<file path="src/rtl/aix_pkg.sv">
// Package: shared state encoding for the effective address resolver.
// Assumes: nothing beyond a synthesizable enum type.
package aix_pkg;

    // Sequencer states of the resolver.
    typedef enum logic [2:0] {
        ST_IDLE   = 3'd0,  // waiting for a start strobe
        ST_RD     = 3'd1,  // pointer read requested, waiting for ready
        ST_RDWAIT = 3'd2,  // read accepted, data arrives this cycle
        ST_WR     = 3'd3,  // incremented pointer write-back requested
        ST_FIN    = 3'd4   // result valid, done pulse
    } rslv_state_t;

endpackage

</file>
<file path="src/rtl/aix_field_split.sv">
// Module: aix_field_split
// Splits an instruction word into opcode, indirect flag and address field.
// Assumes: WORD_W == OPC_W + 1 + EA_W, opcode in the top bits, the indirect
// flag directly below it and the address field in the low bits.
module aix_field_split #(
    parameter int WORD_W = 18,
    parameter int EA_W   = 13,
    parameter int OPC_W  = 4
) (
    input  logic [WORD_W-1:0] word,
    output logic [OPC_W-1:0]  opc,
    output logic              ind,
    output logic [EA_W-1:0]   addr
);
    localparam int IND_POS = WORD_W - OPC_W - 1;

    // Purely positional decode of the three fields.
    always_comb begin
        opc  = word[WORD_W-1 -: OPC_W];
        ind  = word[IND_POS];
        addr = word[EA_W-1:0];
    end
endmodule

</file>
<file path="src/rtl/aix_window_match.sv">
// Module: aix_window_match
// Flags addresses that fall inside the auto-index window [BASE, BASE+SIZE).
// Assumes: SIZE >= 1 and BASE + SIZE <= 2**EA_W. An aligned power-of-two
// window uses a high-bit compare; any other window uses a range compare.
module aix_window_match #(
    parameter int EA_W = 13,
    parameter int BASE = 8,
    parameter int SIZE = 8
) (
    input  logic [EA_W-1:0] addr,
    output logic            hit
);
    localparam bit ALIGNED = ((SIZE & (SIZE - 1)) == 0) && ((BASE % SIZE) == 0);
    localparam int LOG_SZ  = (SIZE > 1) ? $clog2(SIZE) : 0;
    localparam logic [EA_W-1:0] BASE_V = EA_W'(BASE);

    generate
        if (ALIGNED) begin : g_mask
            // Aligned window: only the bits above the window size are compared.
            always_comb hit = (addr[EA_W-1:LOG_SZ] == BASE_V[EA_W-1:LOG_SZ]);
        end else begin : g_range
            // Arbitrary window: two magnitude compares.
            always_comb hit = (32'(addr) >= BASE) && (32'(addr) < (BASE + SIZE));
        end
    endgenerate
endmodule

</file>
<file path="src/rtl/aix_incrementer.sv">
// Module: aix_incrementer
// Adds one to a pointer word, wrapping modulo 2**WORD_W.
// Assumes: unsigned word, the carry out of the top bit is discarded.
module aix_incrementer #(
    parameter int WORD_W = 18
) (
    input  logic [WORD_W-1:0] val,
    output logic [WORD_W-1:0] sum
);
    // Wrap-around increment; all-ones becomes zero.
    always_comb sum = val + WORD_W'(1);
endmodule

</file>
<file path="src/rtl/aix_resolver.sv">
// Module: aix_resolver (top)
// Resolves the effective address of one instruction word: direct, single
// level indirect, or indirect through a pre-incremented pointer cell in the
// auto-index window. Talks to memory through a req/ready port with a one
// cycle read latency after acceptance.
// Assumes: memory holds req-qualified outputs stable only while mem_req is
// high; mem_rdata is valid exactly one cycle after a read is accepted.
module aix_resolver #(
    parameter int WORD_W   = 18,
    parameter int EA_W     = 13,
    parameter int OPC_W    = 4,
    parameter int AIX_BASE = 8,
    parameter int AIX_SIZE = 8
) (
    input  logic              clk,
    input  logic              rst_n,
    input  logic              start,
    input  logic [WORD_W-1:0] instr,
    output logic              busy,
    output logic              done,
    output logic [EA_W-1:0]   eff_addr,
    output logic [OPC_W-1:0]  op_out,
    output logic              mem_req,
    output logic              mem_we,
    output logic [EA_W-1:0]   mem_addr,
    output logic [WORD_W-1:0] mem_wdata,
    input  logic              mem_ready,
    input  logic [WORD_W-1:0] mem_rdata
);
    import aix_pkg::*;

    localparam int IND_POS = WORD_W - OPC_W - 1;

    rslv_state_t       state_q;
    logic [EA_W-1:0]   ptr_q;
    logic              win_q;
    logic [WORD_W-1:0] cell_q;
    logic [EA_W-1:0]   ea_q;
    logic [OPC_W-1:0]  opc_q;

    logic [OPC_W-1:0]  f_opc;
    logic              f_ind;
    logic [EA_W-1:0]   f_addr;
    logic              f_win;
    logic [WORD_W-1:0] rd_inc;
    logic              chk_win;

    // Field decode of the incoming instruction.
    aix_field_split #(.WORD_W(WORD_W), .EA_W(EA_W), .OPC_W(OPC_W)) u_split (
        .word (instr),
        .opc  (f_opc),
        .ind  (f_ind),
        .addr (f_addr)
    );

    // Window test on the address field at start time.
    aix_window_match #(.EA_W(EA_W), .BASE(AIX_BASE), .SIZE(AIX_SIZE)) u_win (
        .addr (f_addr),
        .hit  (f_win)
    );

    // Window test on the outgoing memory address, used by the write guard.
    aix_window_match #(.EA_W(EA_W), .BASE(AIX_BASE), .SIZE(AIX_SIZE)) u_win_chk (
        .addr (mem_addr),
        .hit  (chk_win)
    );

    // Pointer increment on the returning read data.
    aix_incrementer #(.WORD_W(WORD_W)) u_inc (
        .val (mem_rdata),
        .sum (rd_inc)
    );

    // Sequencer and datapath registers.
    always_ff @(posedge clk) begin
        if (!rst_n) begin
            state_q <= ST_IDLE;
            ptr_q   <= '0;
            win_q   <= 1'b0;
            cell_q  <= '0;
            ea_q    <= '0;
            opc_q   <= '0;
        end else begin
            case (state_q)
                ST_IDLE: begin
                    if (start) begin
                        opc_q <= f_opc;
                        ptr_q <= f_addr;
                        win_q <= f_ind & f_win;
                        if (f_ind) begin
                            state_q <= ST_RD;
                        end else begin
                            ea_q    <= f_addr;
                            state_q <= ST_FIN;
                        end
                    end
                end
                ST_RD: begin
                    if (mem_ready) state_q <= ST_RDWAIT;
                end
                ST_RDWAIT: begin
                    if (win_q) begin
                        cell_q  <= rd_inc;
                        state_q <= ST_WR;
                    end else begin
                        ea_q    <= mem_rdata[EA_W-1:0];
                        state_q <= ST_FIN;
                    end
                end
                ST_WR: begin
                    if (mem_ready) begin
                        ea_q    <= cell_q[EA_W-1:0];
                        state_q <= ST_FIN;
                    end
                end
                ST_FIN: begin
                    state_q <= ST_IDLE;
                end
                default: state_q <= ST_IDLE;
            endcase
        end
    end

    // Port outputs decoded from the sequencer state.
    always_comb begin
        busy      = (state_q != ST_IDLE);
        done      = (state_q == ST_FIN);
        mem_req   = (state_q == ST_RD) || (state_q == ST_WR);
        mem_we    = (state_q == ST_WR);
        mem_addr  = ptr_q;
        mem_wdata = cell_q;
        eff_addr  = ea_q;
        op_out    = opc_q;
    end

    // Guards.
    AST_DIRECT_ONE_CYCLE: assert property (@(posedge clk) disable iff (!rst_n)
        (start && !busy && !instr[IND_POS]) |=> (done && eff_addr == $past(instr[EA_W-1:0])));
    AST_INDIRECT_NOT_IMMEDIATE: assert property (@(posedge clk) disable iff (!rst_n)
        (start && !busy && instr[IND_POS]) |=> (!done && mem_req && !mem_we));
    AST_WRITE_IN_WINDOW: assert property (@(posedge clk) disable iff (!rst_n)
        (mem_req && mem_we) |-> chk_win);
    AST_REQ_HOLD: assert property (@(posedge clk) disable iff (!rst_n)
        (mem_req && !mem_ready) |=> (mem_req && $stable(mem_we) && $stable(mem_addr) && $stable(mem_wdata)));
    AST_DONE_PULSE: assert property (@(posedge clk) disable iff (!rst_n)
        done |=> !done);
    AST_EA_HOLD: assert property (@(posedge clk) disable iff (!rst_n)
        !done |-> $stable(eff_addr));
    AST_BUSY_WITH_DONE: assert property (@(posedge clk) disable iff (!rst_n)
        done |-> busy);
    AST_OPC_HOLD_BUSY: assert property (@(posedge clk) disable iff (!rst_n)
        (busy && $past(busy)) |-> $stable(op_out));
endmodule

</file>
<file path="config.mk">
export PLATFORM = sky130hd
export DESIGN_NAME = aix_resolver
export DESIGN_NICKNAME = d
export VERILOG_FILES = /design/src/rtl/aix_pkg.sv /design/src/rtl/aix_field_split.sv /design/src/rtl/aix_window_match.sv /design/src/rtl/aix_incrementer.sv /design/src/rtl/aix_resolver.sv
export SDC_FILE = /design/constraint.sdc
export NUM_CORES = 1
export LEC_CHECK = 0
export BUFFER_PORTS_ARGS = -buffer_cell sky130_fd_sc_hd__buf_2
export CORE_ASPECT_RATIO = 0.9
export CORE_UTILIZATION = 40
export CTS_BUF_LIST = sky130_fd_sc_hd__clkbuf_8 sky130_fd_sc_hd__clkbuf_16
export CTS_CLUSTER_SIZE = 30
export DETAILED_ROUTE_END_ITERATION = 10
export GPL_TIMING_DRIVEN = 0
export PLACE_DENSITY = 0.67
export SLEW_MARGIN = 20
export SYNTH_ARGS = -nofsm -noshare
export SYNTH_HDL_FRONTEND = slang
export SYNTH_SLANG_ARGS = --single-unit
</file>
<file path="constraint.sdc">
create_clock -name clk -period 2.53 [get_ports clk]
set_clock_uncertainty 0.2 [all_clocks]
set_input_delay 0.506 -clock clk [delete_from_list [all_inputs] [get_ports clk]]
set_output_delay 0.506 -clock clk [all_outputs]
set_load 0.005 [all_outputs]
</file>
# After elaboration in Yosys (flattened, before gate mapping)
# Index checks and enable logic that the tools add are counted.
# Widths: inputs -> output; s select.
# totals
input_bits	40
wordCells	37
reg_bits	52
out_inout_bits	52
# op_classes
n_addsub	1
n_eq_ne	10
bitwise	1
n_mux	11
n_reduce_logical	8
# op_table
op	count
$mux 13	4
$pmux 13 s3	1
$add 18x1->18 const B	1
$mux 3	5
$pmux 3 s4	1
$eq 10x1->1 const B	1
$ne 2x2->1 const B	4
$eq 3x2->1 const B	2
$reduce_bool 3->1	2
$reduce_and 5->1	1
$reduce_and 2->1	2
$eq 3x1->1 const B	1
$eq 3x3->1 const B	1
$logic_not 3->1	1
$reduce_and 3->1	1
$ne 2x1->1 const B	1
$and 1x1->1	1
$logic_or 1x1->1	1

# Longest topological paths before layout
# Gate-level depths: netlist of the first run.
# depth
word_depth	3
ltp_mapped	7
mapped_depth_nobuf	5

# Hierarchy
# A second synthesis of the first run with hierarchy kept.
# hier_totals
cells_unflattened	334
hier_area_um2	2819.0
# modules_own_cells
module	cells_per_inst	area_each_um2	seq_area_each_um2	instances
aix_resolver	271	2351.0	1041.0	1
aix_incrementer	42	302.8	0.0	1
aix_field_split	18	135.1	0.0	1
aix_window_match	3	30.0	0.0	1

# Worst setup path after synthesis of the first run
# Ideal clock, no wire load.
# synth_timing
kind	input to register
start	input mem_rdata[4]
end	register cell_q[16] (netlist: mem_wdata[16])
stages	5
arrival_time_ns	1.751
t_required_ns	2.256
setup_time_ns	0.074
setup_slack_ns	0.504
path_buffers	1
path_cell_list	buf_6 -> nand4_2 -> or4_1 -> or3_1 -> a31oi_1
# synth_via
elab_chain_cells	1
# synth_lines
item	line	rtl
from (decl)	aix_resolver.sv:28	input logic [WORD_W-1:0] mem_rdata
$add 18x1->18	aix_incrementer.sv:11	always_comb sum = val + WORD_W'(1);
to (signal assigned)	aix_resolver.sv:103	cell_q <= rd_inc;
to (decl)	aix_resolver.sv:37	logic [WORD_W-1:0] cell_q;
# No other way between the ends.
# A chain may end at the register's enable or synchronous reset.

# Worst setup path after layout of the first run
# layout_timing
start	register state_q[2]
end	output busy
# layout_via
elab_chain_cells	1
# layout_lines
item	line	rtl
from (decl)	aix_resolver.sv:34	rslv_state_t state_q;
from (signal assigned)	aix_resolver.sv:77	state_q <= ST_IDLE;
from (signal assigned)	aix_resolver.sv:91	state_q <= ST_RD;
from (signal assigned)	aix_resolver.sv:94	state_q <= ST_FIN;
$reduce_bool 3->1	aix_resolver.sv:126	busy = (state_q != ST_IDLE);
to (decl)	aix_resolver.sv:19	output logic busy,
# No other way between the ends.

==> impl_metrics.yaml, run 1 <==
timing:
  period_share_pct: 86.1
  tightest_slew_ns: 0.533
  period_minus_slack_ns: 2.18
  slew_headroom_pct: 64.5
  finalSetupViolations: 0
  layout_setup_ws_ns: 0.352
  tns_ns: 0
  hold_viol: 0
  max_freq_mhz: 459
  whs_ns: 0.224
  rsz0062_at_grt: "false"
  slew_viol_final: 0
power_and_ir_drop:
  p_per_area_mw_per_mm2: 557
  p_seq_share_pct: 50.8
  total_leakage_power_nw: 1.38
  combPwrFrac_pct: 21.9
  pwr-share-clk_pct: 27.4
  switching_share_pct: 29.2
  p_int_w: 0.00125
  switchingPower_w: 0.000518
  ir_drop_mv: 0.182
yosys:
  synth.most_common_cell: "nand2_1"
  synthDistinctLibCells: 36
  synth_ff_type: "dfxtp_1"
  yosysTopAreaCellShare_pct: 41.1
  ys_warn_count: 0
  synth_area_per_cell_um2: 8.13
  netlist_top_cells_count: "nand2_1 (69), dfxtp_1 (52), a21oi_1 (33)"
  async_flop_share_pct: 0
  syn_area_mm2: 0.00253
  synth_cells: 311
  synthTopCellsByArea: "dfxtp_1 (41%), mux2i_1 (10%), nand2_1 (10%), a21oi_1 (6.5%), o211ai_1 (4.5%)"
  synth-edff-count: 0
  synth.ff_latch_count: 52
  synth_top_area_cell: "dfxtp_1"
  ys_seq_area_share_pct: 41.1
  synth_nets: 352
worst_setup_path:
  crit_slowest_cell: "nor3_1"
  crit_path_end_kind: "output pin"
  slowest_delay_ns: 0.45
  crit_type: "reg -> out"
  cp_max_fo: 10
  critPathBufInv: 3
  cp_top_family: "simple AND/OR/NAND/NOR gates"
  crit_required_ns: 1.82
  path_cells: "clkbuf_1 -> nor3_1 -> inv_1 -> buf_2"
  start_kind: "register"
  arrival_ns: 1.47
floorplan:
  rows: 27
  dieArea_mm2: 0.00665
  core-area_mm2: 0.00611
  initial_core_util_pct: 41.4
  io_pins: 92
  die_h_um: 77.4
  die_w_um: 85.8
run:
  drv_cap: 0
clock_network:
  cts_sinks: 52
  max-clock-path-buffers: 2
  clock_latency_ns: 0.31
  ctsResizeCount: 0
  cts_tree: "built"
  cts_buffers: 5
  cts_root_buf: "clkbuf_8"
  htree_levels: 2
  clk_pin_slew_ns: 0.09
  post-cts-setup-buffers: 0
  ctsHoldBuffers: 0
placement:
  dp_worst_setup_slack_ns: 0.350
  place_congestion: 0.811
  port_buffers: 89
  place_hpwl_um: 5510
finish:
  area_growth_pct: 25.5
  n_fill_cell: 618
  diodes: 0
  num-nets-final: 448
  drive_gt1_share_pct: 25.5
global_route:
  grt_pass1_vias: 2262
  grt_overflow: 0
  grt_usage_pct: 21.9
  grt_pass1_wl_um: 11300
  grt_max_degree: 15
  antenna_found_initial: 0
route:
  wl_per_cell_um: 14.3
  drt_wl_total_um: 7090
  drc_errors: 0
  drtIter0Drc: 137
  vias_per_cell: 5.15
  vias: 2550
  dr.pass1.iters: 5
  detail-route-antenna-nets: 0
outcome:
  status: "finished clean"
min_path:
  hold_class: "in -> reg"
cell usage in the layout, fill, tap and decap left out, types with 3 or more instances in the layout:
cell type	n
nor2b_1	3
o21ai_0	15
a21oi_1	33
buf_2	95
dfxtp_1	52
mux2i_1	26
nand2_1	69
clkbuf_8	6
nor3_1	9
nor4_1	5
nand3_1	5
xnor2_1	10
clkbuf_1	16
nor2_1	7
nand4_1	6
xor2_1	4
o211ai_1	15
inv_1	7
a211oi_1	3
state kept, by name (all words and copies together), names as in the netlist:
register / count
win_q: 1
state_q: 3
op_out: 4
mem_wdata: 18
eff_addr: 13
mem_addr: 13
per-stage QoR:
stage	util, %	power [W]	instances	instance area [um^2]
after global placement	50.4	0.00130	487	3080
after global routing	51.9	0.00186	495	3170
after floorplan	-	0.00114	311	2530
after detailed placement	50.4	0.00130	487	3080
after CTS	51.9	0.00178	495	3170
final	51.9	0.00177	495	3170
path summary, 6_finish.rpt:
kind                                   from                   endpoint  slack (ns)  cells past startpoint
setup reg to reg    state_q[2]$_SDFFE_PN0P_  mem_addr[11]$_SDFFE_PN0P_        0.46                      6
hold / removal                    instr[14]     op_out[0]$_SDFFE_PN0P_        0.22                      3
hold reg to reg   eff_addr[12]$_SDFFE_PN0P_  eff_addr[12]$_SDFFE_PN0P_        0.26                      2
setup / recovery    state_q[2]$_SDFFE_PN0P_                       busy        0.35                      4
cell families after synthesis:
family	count (synthesis)	synth area share [%]
AND/OR/NAND/NOR	117	21.7
AO/OA/AOI/OAI	71	16.4
flip-flops	52	41.1
buffers and inverters	30	5.19
multiplexers	26	10.3
XOR/XNOR	14	4.85
adder cells (fa/ha/maj)	1	0.494
layer usage:
layer	wire (um)	track usage, %
met5	0	0
met4	62	5.67
met3	363	5.53
met2	3200	33.6
met1	3460	30.5
worst reg2reg max path: stages, from the launching register on:
cell and delay, ns:
dfxtp_1 0.33, clkbuf_1 0.19, nor3_1 0.45, nand2_1 0.30, clkbuf_1 0.30, nand2_1 0.12, a21oi_1 0.06
power by group through the flow:
stage	Sequential (W)	Combinational, W	Clock, W
2_1_floorplan	0.000921	0.000222	0
3_3_place_gp	0.000916	0.000380	0
3_5_place_dp	0.000918	0.000386	0
4_1_cts	0.000899	0.000386	0.000491
5_1_grt	0.000905	0.000429	0.000524
6_report	0.000898	0.000387	0.000484
layout make-up:
cell class                 count  area [um^2]  share of cell area (%)
clock buffer                   6         82.6                    2.60
multi-input combinational    229         1360                    42.8
tap                           87          109                    3.43
sequential                    52         1040                    32.8
clock inverter                 2         7.51                   0.237
buffer                        24          109                    3.43
timing repair buffer          89          445                    14.0
inverter                       6         22.5                   0.710
Power figures use the tool's default switching activity.
==> inputs of run 2 (changes only) <==
--- a/config.mk
+++ b/config.mk
@@ -7,12 +7,11 @@
 export LEC_CHECK = 0
 export BUFFER_PORTS_ARGS = -buffer_cell sky130_fd_sc_hd__buf_2
 export CORE_ASPECT_RATIO = 0.9
-export CORE_UTILIZATION = 40
+export CORE_UTILIZATION = 44
 export CTS_BUF_LIST = sky130_fd_sc_hd__clkbuf_8 sky130_fd_sc_hd__clkbuf_16
 export CTS_CLUSTER_SIZE = 30
 export DETAILED_ROUTE_END_ITERATION = 10
-export GPL_TIMING_DRIVEN = 0
-export PLACE_DENSITY = 0.67
+export PLACE_DENSITY = 0.75
 export SLEW_MARGIN = 20
 export SYNTH_ARGS = -nofsm -noshare
 export SYNTH_HDL_FRONTEND = slang
==> constraint.sdc (replaced) <==
create_clock -name clk -period 1.9 [get_ports clk]
set_clock_uncertainty 0.2 [all_clocks]
set_input_delay 0.38 -clock clk [delete_from_list [all_inputs] [get_ports clk]]
set_output_delay 0.38 -clock clk [all_outputs]
set_load 0.005 [all_outputs]
==> run 2 against run 1 <==
Combinational power up 44%. Critical path type unchanged. Non-clock buffer count unchanged. Routed wire length down 2.0%. Global-route usage up 1.6 points. Via count up 0.35%. Largest cell class unchanged. Highest routed layer unchanged. Final cell count down 4.0%. Critical path depth unchanged. Core utilization up 10 points. Design area up 5.2%. Die area down 8.9%. Sequential cell count unchanged.
==> impl_metrics.yaml, run 2 (synthesis gave the netlist of run 1 again) <==
floorplan:
  dieArea_mm2: 0.00606
  die_w_um: 81.9
  io_pins: 92
  rows: 25
  initial_core_util_pct: 47.0
  core-area_mm2: 0.00538
  die_h_um: 73.9
route:
  detail-route-antenna-nets: 0
  vias: 2559
  vias_per_cell: 5.39
  dr.pass1.iters: 4
  wl_per_cell_um: 14.6
  drc_errors: 0
  drtIter0Drc: 142
  drt_wl_total_um: 6940
timing:
  max_freq_mhz: 554
  period_minus_slack_ns: 1.81
  slew_headroom_pct: 70.1
  hold_viol: 0
  period_share_pct: 95.0
  rsz0062_at_grt: "false"
  finalSetupViolations: 0
  slew_viol_final: 0
  tightest_slew_ns: 0.445
global_route:
  antenna_found_initial: 0
  grt_max_degree: 42
  grt_usage_pct: 23.4
  grt_pass1_vias: 2196
  grt_overflow: 0
  grt_pass1_wl_um: 10700
outcome:
  status: "finished clean"
finish:
  drive_gt1_share_pct: 31.1
  most-common-layout-cells: "buf_2 (91), nand2_1 (69), dfxtp_1 (50)"
  multiInputGateArea_mm2: 0.00139
  layout_commonest_cell: "buf_2"
  regArea_mm2: 0.00104
  area_growth_pct: 32.0
  num-nets-final: 448
  largest_reg_flops: 18
  stdcell_count: 475
  fin_area_mm2: 0.00334
  n_fill_cell: 479
  diodes: 0
placement:
  place_hpwl_um: 5180
  port_buffers: 91
  place_area_mm2: 0.00319
  placedCellCount: 467
  place_congestion: 0.857
clock_network:
  clock_latency_ns: 0.31
  htree_levels: 2
  cts_tree: "built"
  ctsHoldBuffers: 0
  max-clock-path-buffers: 2
  cts_root_buf: "clkbuf_8"
  cts_buffers: 5
  cts_sinks: 52
  clk_pin_slew_ns: 0.10
power_and_ir_drop:
  total_leakage_power_nw: 1.47
  ir_drop_mv: 0.365
  p_per_area_mw_per_mm2: 777
worst_setup_path:
  cp_max_fo: 20
  crit_required_ns: 1.32
  slowest_delay_ns: 0.35
  crit_path_end_kind: "output pin"
  start_kind: "register"
  path_cells: "buf_12 -> nor3_4 -> inv_1 -> buf_2"
  reg2reg_depth: 5
  arrival_ns: 1.23
  crit_type: "reg -> out"
  crit_slowest_cell: "dfxtp_1"
run:
  drv_cap: 0
min_path:
  hold_class: "in -> reg"
  min_path_cells: 3
## run 2: cell types whose count changed in the layout (fill, tap and decap cells not counted), moves of 2 or more
cell | previous run | this run
buf_2 | 95 | 91
dfxtp_1 | 52 | 50
buf_4 | 1 | 17
buf_12 | 0 | 4
inv_1 | 7 | 5
clkbuf_1 | 16 | 0
dfxtp_2 | 0 | 2
## run 2: worst paths after layout
| kind | startpoint | endpoint | slack, ns |
|---|---|---|---|
| max | state_q[0]$_SDFFE_PN0P_ | busy | 0.09 |
| min reg2reg | mem_addr[6]$_SDFFE_PN0P_ | mem_addr[6]$_SDFFE_PN0P_ | 0.25 |
| max reg2reg | state_q[1]$_SDFFE_PN0P_ | eff_addr[6]$_SDFFE_PN0P_ | 0.10 |
| min | instr[17] | op_out[3]$_SDFFE_PN0P_ | 0.1 |
## run 2: final cells by class
type / instances / share of cell area (%)
Multi-Input combinational cell: 229 / 41.6
Sequential cell: 52 / 31.2
Timing Repair Buffer: 113 / 20.2
Clock buffer: 7 / 2.88
Tap cell: 67 / 2.51
Clock inverter: 1 / 0.899
Inverter: 6 / 0.674
## run 2: routing by layer
layer  wire (um)  GRT usage (%)  up-vias
met2        3250           37.0       89
li1            -              -     1278
met5           0              0        -
met3         444           4.29       14
met1        3080           31.6     1178
met4         169           9.55        0
## run 2: worst max-delay path, delay by kind of cell, from the launching register on
kind	cells	cell delay (ns)
buffers and inverters	3	0.36
flip-flops	1	0.35
AND/OR/NAND/NOR	1	0.20
## run 2: repair_timing
item | 4_1_cts | 5_1_grt
cloned | 0 | 0
endpoints found under the hold margin | 0 | 0
buffers inserted | 0 | 0
resized for setup | 1 | 5
endpoints found under the setup margin | 1 | 21
## run 2: power by group
part,internal (W),switching [W]
clock network,0.000465,0.000362
logic,0.000262,0.000296
registers,0.00116,0.0000486
## run 2: metrics by stage
| stage | hold slack (ns) | utilization [%] | setup TNS, ns | power [W] | setup slack [ns] |
|---|---|---|---|---|---|
| after floorplan | 0.253 | - | 0 | 0.00152 | 0.000462 |
| after global placement | 0.240 | 59.3 | 0 | 0.00177 | 0.00891 |
| after detailed placement | 0.245 | 59.3 | -0.0275 | 0.00178 | -0.0218 |
| after CTS | 0.0926 | 61.7 | 0 | 0.00260 | 0.0446 |
| after global routing | 0.103 | 62.1 | 0 | 0.00273 | 0.0159 |
| final | 0.0969 | 62.1 | 0 | 0.00260 | 0.0944 |
==> inputs of run 3 (changes only) <==
--- a/config.mk
+++ b/config.mk
@@ -7,11 +7,11 @@
 export LEC_CHECK = 0
 export BUFFER_PORTS_ARGS = -buffer_cell sky130_fd_sc_hd__buf_2
 export CORE_ASPECT_RATIO = 0.9
-export CORE_UTILIZATION = 44
-export CTS_BUF_LIST = sky130_fd_sc_hd__clkbuf_8 sky130_fd_sc_hd__clkbuf_16
+export CORE_UTILIZATION = 55
+export CTS_BUF_LIST = sky130_fd_sc_hd__clkbuf_8
 export CTS_CLUSTER_SIZE = 30
 export DETAILED_ROUTE_END_ITERATION = 10
-export PLACE_DENSITY = 0.75
+export PLACE_DENSITY = 0.87
 export SLEW_MARGIN = 20
 export SYNTH_ARGS = -nofsm -noshare
 export SYNTH_HDL_FRONTEND = slang
==> constraint.sdc (replaced) <==
create_clock -name clk -period 2.3 [get_ports clk]
set_clock_uncertainty 0.2 [all_clocks]
set_input_delay 0.46 -clock clk [delete_from_list [all_inputs] [get_ports clk]]
set_output_delay 0.46 -clock clk [all_outputs]
set_load 0.005 [all_outputs]
==> run 3 against run 2 <==
Non-clock buffer count down 15. Final cell count down 4.2%. Core utilization up 8.1 points. Via count down 2.7%. Highest routed layer unchanged. Worst hold slack better by 0.085 ns. Critical endpoint is now eff_addr[4]$_SDFFE_PN0P_. Global-route usage up 3.5 points. Routed wire length down 9.7%. Sequential cell count unchanged. Worst setup slack better by 0.14 ns. Critical path depth unchanged. Count of clock-buffer cells in the layout down 2. Sequential share of layout area up 2.2 points.
==> impl_metrics.yaml, run 3 (synthesis gave the netlist of run 1 again) <==
outcome:
  status: "finished clean"
finish:
  fin_area_mm2: 0.00311
  stdcell_count: 455
  largest_reg_flops: 18
  num-nets-final: 433
  final_util_pct: 70.2
  layout_commonest_cell: "buf_2"
  n_fill_cell: 408
  area_growth_pct: 22.9
  most-common-layout-cells: "buf_2 (91), nand2_1 (69), dfxtp_1 (52)"
  diodes: 0
  drive_gt1_share_pct: 27.2
timing:
  slew_viol_final: 0
  finalSetupViolations: 0
  period_share_pct: 90.0
  rsz0062_at_grt: "false"
  slew_headroom_pct: 51.3
  tightest_slew_ns: 0.731
  period_minus_slack_ns: 2.07
  max_freq_mhz: 483
  hold_viol: 0
  tns_ns: 0
placement:
  place_hpwl_um: 4630
  port_buffers: 91
  place_congestion: 0.864
  placedCellCount: 447
  place_area_mm2: 0.00302
route:
  drc_errors: 0
  detail-route-antenna-nets: 0
  drt_wl_total_um: 6270
  vias: 2490
  vias_per_cell: 5.47
  wl_per_cell_um: 13.8
  drtIter0Drc: 184
  dr.pass1.iters: 5
floorplan:
  io_pins: 92
  core-area_mm2: 0.00443
  dieArea_mm2: 0.00488
  initial_core_util_pct: 57.1
  rows: 23
  die_h_um: 66.3
  die_w_um: 73.5
worst_setup_path:
  slowest_delay_ns: 0.69
  reg2reg_from: "state_q[1]$_SDFFE_PN0P_"
  cp_max_fo: 13
  path_cells: "mux2i_1 -> nor3_1 -> or3b_1 -> mux2i_1"
  crit_required_ns: 2.26
  crit_slowest_cell: "or3b_1"
  crit_path_end_kind: "register"
  r2r-end: "eff_addr[4]$_SDFFE_PN0P_"
  crit_type: "reg -> reg"
  critPathBufInv: 0
  r2r_setup_slack_ns: 0.23
  cp_top_family: "simple AND/OR/NAND/NOR gates"
  start_kind: "register"
  cpMostUsedCell: "mux2i_1"
  arrival_ns: 2.03
  reg2reg_depth: 4
global_route:
  grt_usage_pct: 26.9
  grt_pass1_vias: 2149
  grt_max_degree: 42
  grt_overflow: 0
  antenna_found_initial: 0
  grt_pass1_wl_um: 10100
min_path:
  hold_class: "in -> reg"
  hold_end: "op_out[0]$_SDFFE_PN0P_"
  hp-start: "instr[14]"
  min_path_cells: 3
clock_network:
  cts_sinks: 52
  ctsHoldBuffers: 0
  max-clock-path-buffers: 2
  cts_tree: "built"
  ctsResizeCount: 0
  clk_pin_slew_ns: 0.09
  post-cts-setup-buffers: 0
  htree_levels: 2
  clock_latency_ns: 0.31
  cts_root_buf: "clkbuf_8"
  cts_buffers: 5
run:
  drv_cap: 0
power_and_ir_drop:
  total_leakage_power_nw: 1.36
  p_per_area_mw_per_mm2: 618
  ir_drop_mv: 0.298
-- run 3: cell types whose count changed in the layout (fill, tap and decap cells not counted), moves of 2 or more --
| cell | before | now |
|---|---|---|
| buf_12 | 4 | 0 |
| clkbuf_8 | 7 | 5 |
| dfxtp_2 | 2 | 0 |
| dfxtp_1 | 50 | 52 |
| buf_4 | 17 | 7 |
-- run 3: layout make-up --
class,instances,area [um^2],area share (%)
clock buffers,5,68.8,2.21
clock inverters,3,20.0,0.644
inverters,6,22.5,0.724
multi-input cells,229,1370,44.1
flip-flops and latches,52,1040,33.5
well taps,62,77.6,2.49
repair buffers,98,508,16.3
-- run 3: power breakdown --
group	internal, W	switching, W	total, W
registers	0.000959	0.0000406	0.00100
logic	0.000177	0.000226	0.000403
clock network	0.000213	0.000307	0.000520
-- run 3: worst max path at each step --
stage | to | cells past startpoint | slack (ns) | startpoint
5_1_grt | eff_addr[0]$_SDFFE_PN0P_ | 4 | 0.04 | state_q[1]$_SDFFE_PN0P_
6_report | eff_addr[4]$_SDFFE_PN0P_ | 4 | 0.23 | state_q[1]$_SDFFE_PN0P_
4_1_cts | eff_addr[10]$_SDFFE_PN0P_ | 4 | 0.24 | state_q[1]$_SDFFE_PN0P_
2_1_floorplan | mem_wdata[16]$_SDFFE_PN0P_ | 5 | 0.32 | mem_rdata[4]
3_3_place_gp | mem_wdata[16]$_SDFFE_PN0P_ | 5 | 0.21 | mem_rdata[4]
3_5_place_dp | mem_wdata[16]$_SDFFE_PN0P_ | 5 | 0.16 | mem_rdata[4]
-- run 3: per-stage QoR --
step                hold slack, ns  setup WS, ns  power (W)
floorplan                    0.253         0.320    0.00126
global placement             0.240         0.211    0.00141
detailed placement           0.243         0.163    0.00142
CTS                          0.180         0.242    0.00193
global route                 0.191        0.0428    0.00201
finish                       0.181         0.230    0.00192
-- run 3: worst reg2reg max path: cells and delay by family, from the launching register on --
kind / cells / cell delay, ns
and+or+nand+nor: 2 / 0.77
DFF: 1 / 0.50
muxes: 2 / 0.45
-- run 3: layer usage --
| metal | global-route usage [%] | vias up | part of all wire (%) |
|---|---|---|---|
| li1 | - | 1259 | - |
| met5 | 0 | - | 0 |
| met4 | 8.65 | 0 | 1.0 |
| met1 | 36.2 | 1131 | 44 |
| met2 | 42.9 | 92 | 48 |
| met3 | 5.49 | 8 | 6.6 |
